File: config.mk
export PLATFORM = sky130hd
export DESIGN_NAME = clkdiv_mode_ctrl
export DESIGN_NICKNAME = d
export VERILOG_FILES = /design/src/rtl/clkdiv_pkg.sv /design/src/rtl/clkdiv_mode_reg.sv /design/src/rtl/clkdiv_active_sel.sv /design/src/rtl/clkdiv_en_gen.sv /design/src/rtl/clkdiv_mode_ctrl.sv
export SDC_FILE = /design/constraint.sdc
export NUM_CORES = 1
export LEC_CHECK = 0
export ABC_AREA = 1
export ABC_CLOCK_PERIOD_IN_PS = 1200
export BUFFER_PORTS_ARGS = -buffer_cell sky130_fd_sc_hd__buf_4
export CAP_MARGIN = 10
export CORE_UTILIZATION = 41
export DETAILED_ROUTE_END_ITERATION = 10
export PLACE_DENSITY = 0.76
export SLEW_MARGIN = 10
export SYNTH_ARGS = -nofsm -noshare
export SYNTH_HDL_FRONTEND = slang
export SYNTH_SLANG_ARGS = --single-unit
export TNS_END_PERCENT = 10
File: constraint.sdc
create_clock -name clk -period 1.2 [get_ports clk]
set_clock_uncertainty 0.05 [all_clocks]
set_input_delay 0.06 -clock clk [delete_from_list [all_inputs] [get_ports clk]]
set_output_delay 0.06 -clock clk [all_outputs]
set_load 0.01 [all_outputs]
File: src/rtl/clkdiv_pkg.sv
package clkdiv_pkg;
  localparam int MODE_W = 3;
  localparam int MAX_DIV = 3;

  typedef logic [MODE_W-1:0] mode_t;

  localparam mode_t MODE_DEFAULT = 3'b000;
  localparam mode_t MODE_DIV1    = 3'b001;
  localparam mode_t MODE_DIV2    = 3'b010;
  localparam mode_t MODE_DIV3    = 3'b011;

  // Codes with the top bit set are reserved
  function automatic logic mode_is_valid(mode_t m);
    return (m[MODE_W-1] == 1'b0);
  endfunction

  function automatic int unsigned mode_ratio(mode_t m);
    case (m)
      MODE_DIV1: return 1;
      MODE_DIV3: return 3;
      default:   return 2;
    endcase
  endfunction
endpackage

File: src/rtl/clkdiv_mode_reg.sv
module clkdiv_mode_reg
  import clkdiv_pkg::*;
#(
  parameter int DATA_W = 16,
  parameter int FLD_W  = MODE_W
) (
  input  logic              clk,
  input  logic              rtc_rst,
  input  logic              sys_rst,
  input  logic              wr_en,
  input  logic [DATA_W-1:0] wr_data,
  output logic [FLD_W-1:0]  pending,
  output logic [DATA_W-1:0] rd_data
);
  localparam int RSV_W = DATA_W - FLD_W;

  // Only the low field is stored; the reserved bits are not kept anywhere
  always_ff @(posedge clk) begin
    if (rtc_rst)
      pending <= '0;
    else if (wr_en && !sys_rst)
      pending <= wr_data[FLD_W-1:0];
  end

  always_ff @(posedge clk) begin
    if (rtc_rst)
      rd_data <= '0;
    else
      rd_data <= {{RSV_W{1'b0}}, pending};
  end

  logic armed;
  always_ff @(posedge clk) begin
    if (rtc_rst) armed <= 1'b1;
  end


  wr_readback_chk: assert property (@(posedge clk) disable iff (rtc_rst || armed !== 1'b1)
    (wr_en && !sys_rst) |-> ##2 (rd_data[FLD_W-1:0] == $past(wr_data[FLD_W-1:0], 2)));
endmodule

File: src/rtl/clkdiv_active_sel.sv
module clkdiv_active_sel
  import clkdiv_pkg::*;
(
  input  logic  clk,
  input  logic  rtc_rst,
  input  logic  sys_rst,
  input  logic  hib_exit,
  input  mode_t pending,
  output mode_t active
);
  logic take;
  assign take = hib_exit && !sys_rst && mode_is_valid(pending);

  always_ff @(posedge clk) begin
    if (rtc_rst)
      active <= MODE_DEFAULT;
    else if (take)
      active <= pending;
  end

  logic armed;
  always_ff @(posedge clk) begin
    if (rtc_rst) armed <= 1'b1;
  end


  hold_no_exit_chk: assert property (@(posedge clk) disable iff (rtc_rst || armed !== 1'b1)
    !hib_exit |=> (active == $past(active)));


  apply_valid_chk: assert property (@(posedge clk) disable iff (rtc_rst || armed !== 1'b1)
    (hib_exit && !sys_rst && !pending[MODE_W-1]) |=> (active == $past(pending)));


  refuse_rsv_chk: assert property (@(posedge clk) disable iff (rtc_rst || armed !== 1'b1)
    (hib_exit && pending[MODE_W-1]) |=> (active == $past(active)));
endmodule

File: src/rtl/clkdiv_en_gen.sv
module clkdiv_en_gen
  import clkdiv_pkg::*;
#(
  parameter int DIV_MAX = MAX_DIV,
  parameter int CNT_W   = (DIV_MAX > 1) ? $clog2(DIV_MAX) : 1
) (
  input  logic  clk,
  input  logic  rst,
  input  mode_t mode,
  output logic  bclk_en
);
  mode_t            seen_mode;
  logic [CNT_W-1:0] phase;
  logic [CNT_W-1:0] last_phase;

  assign last_phase = CNT_W'(mode_ratio(mode) - 1);

  always_ff @(posedge clk) begin
    if (rst) begin
      seen_mode <= MODE_DEFAULT;
      phase     <= '0;
      bclk_en   <= 1'b0;
    end else if (mode != seen_mode) begin
      // Restart the phase whenever the ratio source changes
      seen_mode <= mode;
      phase     <= '0;
      bclk_en   <= 1'b0;
    end else if (phase == last_phase) begin
      phase   <= '0;
      bclk_en <= 1'b1;
    end else begin
      phase   <= phase + 1'b1;
      bclk_en <= 1'b0;
    end
  end

  logic armed;
  always_ff @(posedge clk) begin
    if (rst) armed <= 1'b1;
  end


  no_back_to_back_chk: assert property (@(posedge clk) disable iff (rst || armed !== 1'b1)
    (bclk_en && mode != MODE_DIV1 && $stable(mode)) |=> !bclk_en);
endmodule

File: src/rtl/clkdiv_mode_ctrl.sv
module clkdiv_mode_ctrl
  import clkdiv_pkg::*;
#(
  parameter int DATA_W = 16
) (
  input  logic              clk,
  input  logic              rtc_rst,
  input  logic              sys_rst,
  input  logic              wr_en,
  input  logic [DATA_W-1:0] wr_data,
  output logic [DATA_W-1:0] rd_data,
  input  logic              hib_exit,
  output logic [MODE_W-1:0] active_mode,
  output logic              bclk_en
);
  mode_t pending;
  mode_t active;

  clkdiv_mode_reg #(.DATA_W(DATA_W), .FLD_W(MODE_W)) u_reg (
    .clk     (clk),
    .rtc_rst (rtc_rst),
    .sys_rst (sys_rst),
    .wr_en   (wr_en),
    .wr_data (wr_data),
    .pending (pending),
    .rd_data (rd_data)
  );

  clkdiv_active_sel u_sel (
    .clk      (clk),
    .rtc_rst  (rtc_rst),
    .sys_rst  (sys_rst),
    .hib_exit (hib_exit),
    .pending  (pending),
    .active   (active)
  );

  clkdiv_en_gen #(.DIV_MAX(MAX_DIV)) u_gen (
    .clk     (clk),
    .rst     (rtc_rst || sys_rst),
    .mode    (active),
    .bclk_en (bclk_en)
  );

  assign active_mode = active;


  rsv_zero_chk: assert property (@(posedge clk) disable iff (rtc_rst)
    rd_data[DATA_W-1:MODE_W] == '0);
endmodule

# Word-level counts from Yosys, hierarchy flattened
# Index checks and enable logic that the tools add are counted.
# word_totals
word_cells	23
latchBits	0
reg_bits	28
rom_bits	0
output_inout_bits	20
inputBits	21
mem_count	0
ramBits	0
# op_classes
reduce_logical	7
mux	2
n_bitwise	1
shifts	0
n_lt_le_gt_ge	0
eq_ne	4
div	0
n_mul	0
add_sub_neg	2
# op_table
operator	n
$pmux 2 s2	1
$eq 3x1->1 const B	1
$eq 3x2->1 const B	1
$logic_and 1x1->1	3
$ne 3x3->1	1
$reduce_or 3->1	1
$add 2x1->2 const B	1
$eq 2x2->1	1
$reduce_or 2->1	1
$sub 2x1->2 const B	1
$logic_not 1->1	1
$logic_or 1x1->1	1
$mux 1	1
$not 1->1	1

# Logic depth before layout (Yosys ltp)
# Gate-level depths: netlist of run 1.
# logic_depth
ltp_word	5
depth_mapped	7

# Hierarchy
# Synthesis of run 1 repeated with hierarchy kept, for this count alone.
# unflattened
hier_cells	108
area_unflattened_um2	747.0
# modules_own_cells
module	instances	cells_each	seq_area_each_um2	area_per_inst_um2
clkdiv_mode_reg	1	45	120.1	321.6
clkdiv_en_gen	1	41	120.1	286.5
clkdiv_active_sel	1	19	60.1	127.6
clkdiv_mode_ctrl	1	3	0.0	11.3

# Least setup slack after synthesis of run 1
# No wires, ideal clock.
# synth_timing
kind	reg2reg
from	register u_sel.active[1]
to	register u_gen.phase[0]
n_path_buf	0
t_arrival_ns	0.855
period_less_slack_ns	1.023
slack_ns	0.177
stages_incl_launch_ff	8
cell_sequence	dfxtp_1 -> inv_1 -> nor2_1 -> nor2_4 -> nand2_2 -> nor2_2 -> nand2_1 -> nor2_1
# synth_via
elab_chain_len	5
elab_cells_between_ends	7
classes_between	add/sub: 1; eq/ne: 4; mux: 1; reduce/logical: 1
# synth_rtl
item	line	rtl
start, declared	clkdiv_active_sel.sv:9	output mode_t active
start signal, assigned	clkdiv_active_sel.sv:18	active <= pending;
$eq 3x2->1 / $eq 3x1->1 (equally long branches)	clkdiv_pkg.sv:18	case (m)
$pmux 2 s2	clkdiv_pkg.sv:18	
$sub 2x1->2	clkdiv_en_gen.sv:16	assign last_phase = CNT_W'(mode_ratio(mode) - 1);
$eq 2x2->1	clkdiv_en_gen.sv:28	end else if (phase == last_phase) begin
$reduce_or 3->1 (no line) (*)	--	
end signal, assigned	clkdiv_en_gen.sv:32	phase <= phase + 1'b1;
end, declared	clkdiv_en_gen.sv:13	logic [CNT_W-1:0] phase;
# Every way passes the cells marked *; elsewhere a longest branch is shown, timed or not.
# A chain may end at the register's enable or synchronous reset.

# Worst setup path in the final report of run 1
# layout_timing
from	input rtc_rst
to	register u_gen.phase[1]
# layout_via
elab_chain_len	2
# layout_rtl
item	line	rtl
start, declared	clkdiv_mode_ctrl.sv:7	input logic rtc_rst,
$logic_or 1x1->1	clkdiv_mode_ctrl.sv:40	.rst (rtc_rst || sys_rst),
$reduce_or 3->1 (no line)	--	
# No other way between the ends.

==> results, run 1 <==
- The slowest stage of the critical path is the sky130_fd_sc_hd__dlygate4sd3_1 cell.
- In this run the power density over the cells is 1200 mW/mm².
- The number of antenna diodes in the final layout is 0.
- For this block, the via count after detailed routing is 514.
- The worst-case clock buffer depth is 2.
- The post-route netlist has 26.5% of its cells at a drive strength greater than 1.
- In this run the biggest area consumer among cell types represents 44.0% of the synthesized area.
- The TritonCTS sink count is 15.
- TritonCTS created 3 clock buffers.
- From left edge to right edge, the die measures 42.8 µm.
- Compared with the post-synthesis result, the final layout area differs by 16.5%.
- The synthesized cell area is 683 µm².
- The worst register-to-register path has a setup slack of 0.15 ns.
- The worst setup path is of the input port to flip-flop kind.
- The hold violation total from the final report was 0.
- The ratio of routed vias to standard cells is 4.36.
- The synthesized instance count is 84.
- The timing-limited maximum frequency is 0.903 GHz.
- CTS built an H-tree with a depth of 1.
- The post-layout worst setup margin is 0.0921 ns.
- For the worst setup path, the data arrival time is 1.28 ns.
- The final max-slew violation count was 0.
- Before CTS, the worst setup slack after placement is 0.152 ns.
- Broken down by cell family, the worst path's largest delay share belongs to buffers and inverters.
- The die covers 0.00183 mm².
- Before antenna repair, the detailed router went through 3 iterations.
- The largest stage delay on the critical path is 0.53 ns.
- Summed over all instances, the cell type with the most area after synthesis is sky130_fd_sc_hd__dfxtp_1.
- The kind of start point of the critical path is an input port.
- The average routed wire per standard cell is 8.31 µm.
- Entering global routing, the biggest net connects 10 pins.
- The number of global-route vias before repair is 428.
- The tightest min-delay check is of the input port to flip-flop type.
- The routability congestion estimate is 0.749.
- The placeable core region is 0.00152 mm².
- The initial standard-cell utilization of the core is 44.8%.
- The height of the chip is 42.8 µm.
- The placement row count is 14.
- Setup violations remaining at the end of the flow were counted as 0.
- In this run, synthesis produced a sequential element count of 15.
- The half-perimeter wire length after placement is 786 µm.
- The mean cell area of the mapped netlist is 8.13 µm².
- The cell chosen for the clock root is sky130_fd_sc_hd__clkbuf_4.
- In this run the tool buffered the top-level ports with 14 buffer cells.
- STA classifies the critical path endpoint as a flip-flop.
- The final total negative setup slack is 0 ns.
- The wire length of the first global-routing pass is 1590 µm.
- The number of violations reported at the end of detailed-routing iteration 0 is 1.
- The total buffers and inverters traversed by the critical path is 3.
- The final worst hold slack is 0.00813 ns.
- The all-layer global routing usage is 11.6%.
- STA puts the critical path data required time at 1.37 ns.
- The flow ran to the end, and the final reports show no timing, DRC or antenna violations.
- For this design the top-level I/O count stands at 41.
- Global routing finished with a remaining overflow of 0.
- The total wire length after detailed routing is 981 µm.
- The number of nets with antenna violations after detailed routing is 0.
- The number of distinct library cells after synthesis is 19.
- The net count of the finished layout is 124.
- The worst-case vdd ir drop is 0.561 mV.
- The final worst-path cycle share is 92.3%.
- The post-layout total power is 0.955 mW.
- By area the synthesized netlist is led by sky130_fd_sc_hd__dfxtp_1 (44%), sky130_fd_sc_hd__buf_4 (14%), sky130_fd_sc_hd__nand2_1 (6.6%), sky130_fd_sc_hd__nor2_1 (5.5%), sky130_fd_sc_hd__o21ai_0 (4.4%).
- The number of antenna violations at the first check in global routing is 0.
- The sequential fraction of the synthesis area is 44.0%.
- The analysis attributes to cell leakage a power of 0.377 nW.
- The worst path in the final design needs a cycle of 1.11 ns, including I/O delays and setup.
- The post-detailed-route DRC marker count is 0.
- TritonCTS built the clock tree.
- Setup repair after global routing left no endpoint under its margin.
- The number of warnings printed during yosys synthesis is 0.
- For the worst-skew pair, the clock arrives at the later sink with an insertion delay of 0.28 ns.
- The worst-path maximum fanout is 6.
- Traced cell by cell, the critical path runs through dlygate4sd3_1 -> buf_4 -> inv_4 -> nand2_4 -> nor2_4 -> nand2_2 -> nor2_2 -> nand2_1 -> nor2_1.
- The max-capacitance violation count is 0.
- The clock-pin slew reported for the worst setup and hold paths after clock tree synthesis is 0.09 ns.
[power by group]
part | leakage, nW | total, mW | switching (mW) | internal, mW
Sequential | 0.122 | 0.534 | 0.0136 | 0.520
Clock | 0.0177 | 0.278 | 0.155 | 0.124
Combinational | 0.237 | 0.143 | 0.0809 | 0.0626
Total | 0.377 | 0.955 | 0.249 | 0.706
[final cells by class]
cell class              instances  area [µm²]
clock buffers                   3        22.5
clock inverters                 1        5.00
fillers                       165         728
inverters                      11        57.6
multi-input cells              57         275
flip-flops and latches         15         300
well taps                      16        20.0
repair buffers                 15         115
[worst reg2reg max path: cells and delay by family, from the launching register on]
kind	cells	cell delay, ns
simple gates	6	0.43
flops	1	0.36
buf+inv	1	0.10
[registers in the layout, indices dropped and copies added (netlist names)]
signal           cells
u_gen.seen_mode      3
u_reg.pending        3
u_reg.rd_data        3
u_sel.active         3
u_gen.phase          2
u_gen.bclk_en        1
[kinds of logic (layout without fill, tap and decap cells)]
family / Yosys count / after routing / synth area share [%]
flops: 15 / 15 / 44.0
other cells: 1 / 13 / 0.549
compound gates: 11 / 11 / 8.06
simple gates: 32 / 32 / 23.8
xor+xnor: 1 / 1 / 1.28
buf+inv: 24 / 30 / 22.3
[what timing repair did]
action | 4_1_cts | 5_1_grt
setup endpoints to repair | 0 | 1
buffers inserted | 0 | 0
hold endpoints to repair | 4 | 0
gates resized for setup | 0 | 1
hold buffers | 1 | 0
[layer usage]
metal | track usage [%] | share of wire (%) | vias to the layer above
li1 | - | - | 269
met1 | 12.1 | 40 | 222
met2 | 20.6 | 53 | 20
met3 | 2.55 | 6.3 | 3
met4 | 7.50 | 1.2 | 0
met5 | 0 | 0 | -
[cell usage after synthesis, drive strengths merged]
master / n
nor3: 1
inv: 10
nor2: 12
dfxtp: 15
buf: 13
bufinv: 1
xnor2: 1
nand3: 4
a21oi: 5
o21ai: 6
nand3b: 1
nand2: 14
conb: 1
[per-stage QoR]
stage	cell area [µm²]	cells	utilization [%]
floorplan	728	96	-
global placement	756	113	49.6
detailed placement	756	113	49.6
CTS	793	118	52.1
global route	796	118	52.2
finish	796	118	52.2
[path summary, 6_finish.rpt]
| check | startpoint | to | cells past startpoint |
|---|---|---|---|
| worst min-delay path | wr_data[0] | u_reg.pending[0]$_SDFFE_PP0P_ | 3 |
| worst min register to register | u_reg.pending[1]$_SDFFE_PP0P_ | u_reg.rd_data[1]$_SDFF_PP0_ | 2 |
| worst max register to register | u_sel.active[1]$_SDFFE_PP0P_ | u_gen.phase[1]$_SDFF_PP0_ | 7 |
| worst max-delay path | rtc_rst | u_gen.phase[1]$_SDFF_PP0_ | 9 |
[cell usage in the layout, fill, tap and decap left out]
cell                             n
sky130_fd_sc_hd__nand2_2         1
sky130_fd_sc_hd__nand3_1         3
sky130_fd_sc_hd__bufinv_8        1
sky130_fd_sc_hd__inv_2           2
sky130_fd_sc_hd__nor3_1          1
sky130_fd_sc_hd__nor2_2          1
sky130_fd_sc_hd__conb_1         13
sky130_fd_sc_hd__nor2_4          1
sky130_fd_sc_hd__o21ai_0         6
sky130_fd_sc_hd__buf_4          14
sky130_fd_sc_hd__clkbuf_4        3
sky130_fd_sc_hd__nand3_4         1
sky130_fd_sc_hd__dlygate4sd3_1   1
sky130_fd_sc_hd__nand3b_1        1
sky130_fd_sc_hd__a21oi_1         5
sky130_fd_sc_hd__nor2_1         10
sky130_fd_sc_hd__inv_1           7
sky130_fd_sc_hd__xnor2_1         1
sky130_fd_sc_hd__dfxtp_1        15
sky130_fd_sc_hd__nand2_1        12
sky130_fd_sc_hd__clkinv_2        1
sky130_fd_sc_hd__inv_4           1
sky130_fd_sc_hd__nand2_4         1
Note: power is estimated with default switching activity, not from simulation.
==> inputs of run 2 (changes only) <==
--- a/config.mk
+++ b/config.mk
@@ -9,6 +9,7 @@
 export ABC_CLOCK_PERIOD_IN_PS = 1200
 export BUFFER_PORTS_ARGS = -buffer_cell sky130_fd_sc_hd__buf_4
 export CAP_MARGIN = 10
+export CORE_MARGIN = 3
 export CORE_UTILIZATION = 41
 export DETAILED_ROUTE_END_ITERATION = 10
 export PLACE_DENSITY = 0.76
==> results, run 2 (same netlist as run 1, synthesis figures left out) <==
- The worst-case vdd ir drop is 0.581 mV.
- The power density over cell area is 1190 mW/mm².
- The utilization after layout is 51.6%.
- The total leakage power is 0.377 nW.
- Walking the worst path, the cells encountered are dlygate4sd3_1 -> buf_4 -> inv_4 -> nand2_4 -> nor2_4 -> nand2_2 -> nor2_2 -> nand2_1 -> nor2_1.
- Setup repair after global routing left no endpoint under its margin.
- Across all layers, the routed design uses 491 vias.
- The timing-limited maximum frequency is 0.913 GHz.
- The origin of the critical flop-to-flop path is u_sel.active[1]$_SDFFE_PP0P_.
- The worst-path maximum fanout is 6.
- Cells with a size suffix above 1 make up 26.5% of the layout.
- The die is 46.8 µm tall.
- The average routed wire per standard cell is 8.12 µm.
- In this run the tool buffered the top-level ports with 14 buffer cells.
- Leaving out fill and tap cells, the most frequent cell in the layout is sky130_fd_sc_hd__dfxtp_1.
- At the end of the flow, the number of nets in the layout was 124.
- The slack of the worst reg-to-reg path is 0.15 ns.
- The placement row count is 14.
- The number of primary I/O pins is 41.
- The first global-routing pass estimated 1480 µm of wire.
- The number of global-route vias before repair is 390.
- Clock-pin slew was measured on the worst setup and hold paths at 0.09 ns.
- The total wire length after detailed routing is 958 µm.
- The residual overflow from global routing is 0.
- The number of antenna violations at the first check in global routing is 0.
- In this run the number of H-tree levels came out at 1.
- Entering global routing, the biggest net connects 10 pins.
- The clock drives 15 sinks.
- After detailed routing, the number of vias per cell comes to 4.16.
- The iteration count of the initial detailed-routing pass is 4.
- Prior to clock tree synthesis, the placed netlist has a worst setup slack of 0.159 ns.
- The endpoint arrival time on the critical path is 1.27 ns.
- The initial utilization of the core area, before any placement, comes to 44.3%.
- The worst path uses 91.3% of the clock period.
- Counting cells, the worst reg-to-reg path comes to 7.
- The signed area change from the synthesized netlist to the final layout is 16.5%.
- The die covers 0.00219 mm².
- The class of the tightest hold or removal check is input port to flip-flop.
- In this design, the stage delay of the slowest critical-path cell is 0.53 ns.
- The capture point of the worst reg-to-reg path is u_gen.phase[0]$_SDFF_PP0_.
- The final max-slew violation count is 0.
- The hold violation total from the final report is 0.
- The endpoint of the worst hold path is u_reg.pending[0]$_SDFFE_PP0P_.
- The overall die width is 46.8 µm.
- The cell count after placement is 113.
- The post-detailed-route DRC marker count is 0.
- The class of the most critical setup path is input port to flip-flop.
- STA classifies the critical path startpoint as an input port.
- The flow ran to the end, and the final reports show no timing, DRC or antenna violations.
- The all-layer global routing usage is 9.68%.
- At the end of routability-driven placement, the weighted congestion stood at 0.790.
- The time the worst path needs with I/O delays and setup is 1.10 ns.
- Setup violations remaining at the end of the flow were counted as 0.
- The post-layout worst setup margin is 0.104 ns.
- The tree is rooted in a sky130_fd_sc_hd__clkbuf_4.
- Once layout is complete, the cells apart from fillers number 118.
- The start point of the worst hold path is wr_data[0].
- The number of violations reported at the end of detailed-routing iteration 0 is 7.
- At the later pin of the worst-skew pair, clock insertion delay measures 0.28 ns.
- Adding up every negative setup slack in the final design gives 0 ns.
- TritonCTS built the clock tree.
- Detailed placement ended at an HPWL of 776 µm.
- The repair_antennas step left the layout with diodes totalling 0.
- The endpoint required time on the critical path is 1.37 ns.
- The floorplan step defined a core boundary enclosing 0.00154 mm².
- The number of nets with antenna violations after detailed routing is 0.
- The endpoint class of the critical path is a flip-flop.
- Counting along the longest clock path gives a buffer depth of 2.
- Total power for the finished layout comes to 0.951 mW.
- Max-cap violations in this run came to 0.
- TritonCTS created 3 clock buffers.
- The number of buffers inserted by post-CTS setup repair is 0.
- In the layout the commonest cells are sky130_fd_sc_hd__dfxtp_1 (15), sky130_fd_sc_hd__buf_4 (14), sky130_fd_sc_hd__conb_1 (13), sky130_fd_sc_hd__nand2_1 (12), sky130_fd_sc_hd__nor2_1 (10).
- The number of stages on the worst hold path is 3.
- On the critical path, the stage with the largest delay is an instance of sky130_fd_sc_hd__dlygate4sd3_1.
## run 2: cell counts in the layout (fill, tap and decap cells not counted)
Identical to the previous run, type by type.
## run 2: what timing repair did
item / in CTS / in global routing
endpoints found under the setup margin: 0 / 1
hold buffers: 1 / 0
hold endpoints to repair: 4 / 0
resized for setup: 0 / 2
## run 2: worst max-delay path, delay by kind of cell
kind | cells | cell delay [ns]
buffers and inverters | 3 | 0.77
and+or+nand+nor | 6 | 0.44
## run 2: worst max-delay path by stage
| stage | slack, ns | endpoint | from | depth (start not counted) |
|---|---|---|---|---|
| after CTS | 0.06 | u_gen.phase[0]$_SDFF_PP0_ | rtc_rst | 9 |
| after detailed placement | 0.16 | u_gen.phase[0]$_SDFF_PP0_ | u_sel.active[1]$_SDFFE_PP0P_ | 7 |
| after global routing | 0.02 | u_gen.phase[0]$_SDFF_PP0_ | rtc_rst | 9 |
| final | 0.10 | u_gen.phase[0]$_SDFF_PP0_ | rtc_rst | 9 |
| after floorplan | 0.18 | u_gen.phase[0]$_SDFF_PP0_ | u_sel.active[1]$_SDFFE_PP0P_ | 7 |
| after global placement | 0.18 | u_gen.phase[0]$_SDFF_PP0_ | u_sel.active[1]$_SDFFE_PP0P_ | 7 |
## run 2: layout make-up
| type | instances | area [µm²] |
|---|---|---|
| fillers | 153 | 746 |
| flip-flops and latches | 15 | 300 |
| multi-input cells | 57 | 275 |
| repair buffers | 15 | 115 |
| inverters | 11 | 57.6 |
| clock buffers | 3 | 22.5 |
| well taps | 16 | 20.0 |
| clock inverters | 1 | 5.00 |
## run 2: routing by layer
layer / routed length [µm] / part of all wire (%) / track usage (%) / vias to the layer above
met4: 12 / 1.3 / 3.31 / 0
met1: 416 / 43 / 11.4 / 203
li1: - / - / - / 268
met3: 75 / 7.8 / 4.60 / 2
met2: 454 / 47 / 15.4 / 18
met5: 0 / 0 / 0 / -
## run 2: report_power, final
part	total [mW]	leakage [nW]	switching, mW	internal [mW]
clock	0.276	0.0177	0.152	0.124
combinational	0.141	0.237	0.0786	0.0626
sequential	0.534	0.122	0.0141	0.520
## run 2: stage by stage
stage | area, µm² | hold WS [ns]
6_report | 796 | 0.0112
5_1_grt | 796 | 0.00331
4_1_cts | 793 | 0.00227
3_5_place_dp | 756 | 0.225
3_3_place_gp | 756 | 0.220
2_1_floorplan | 728 | 0.0824
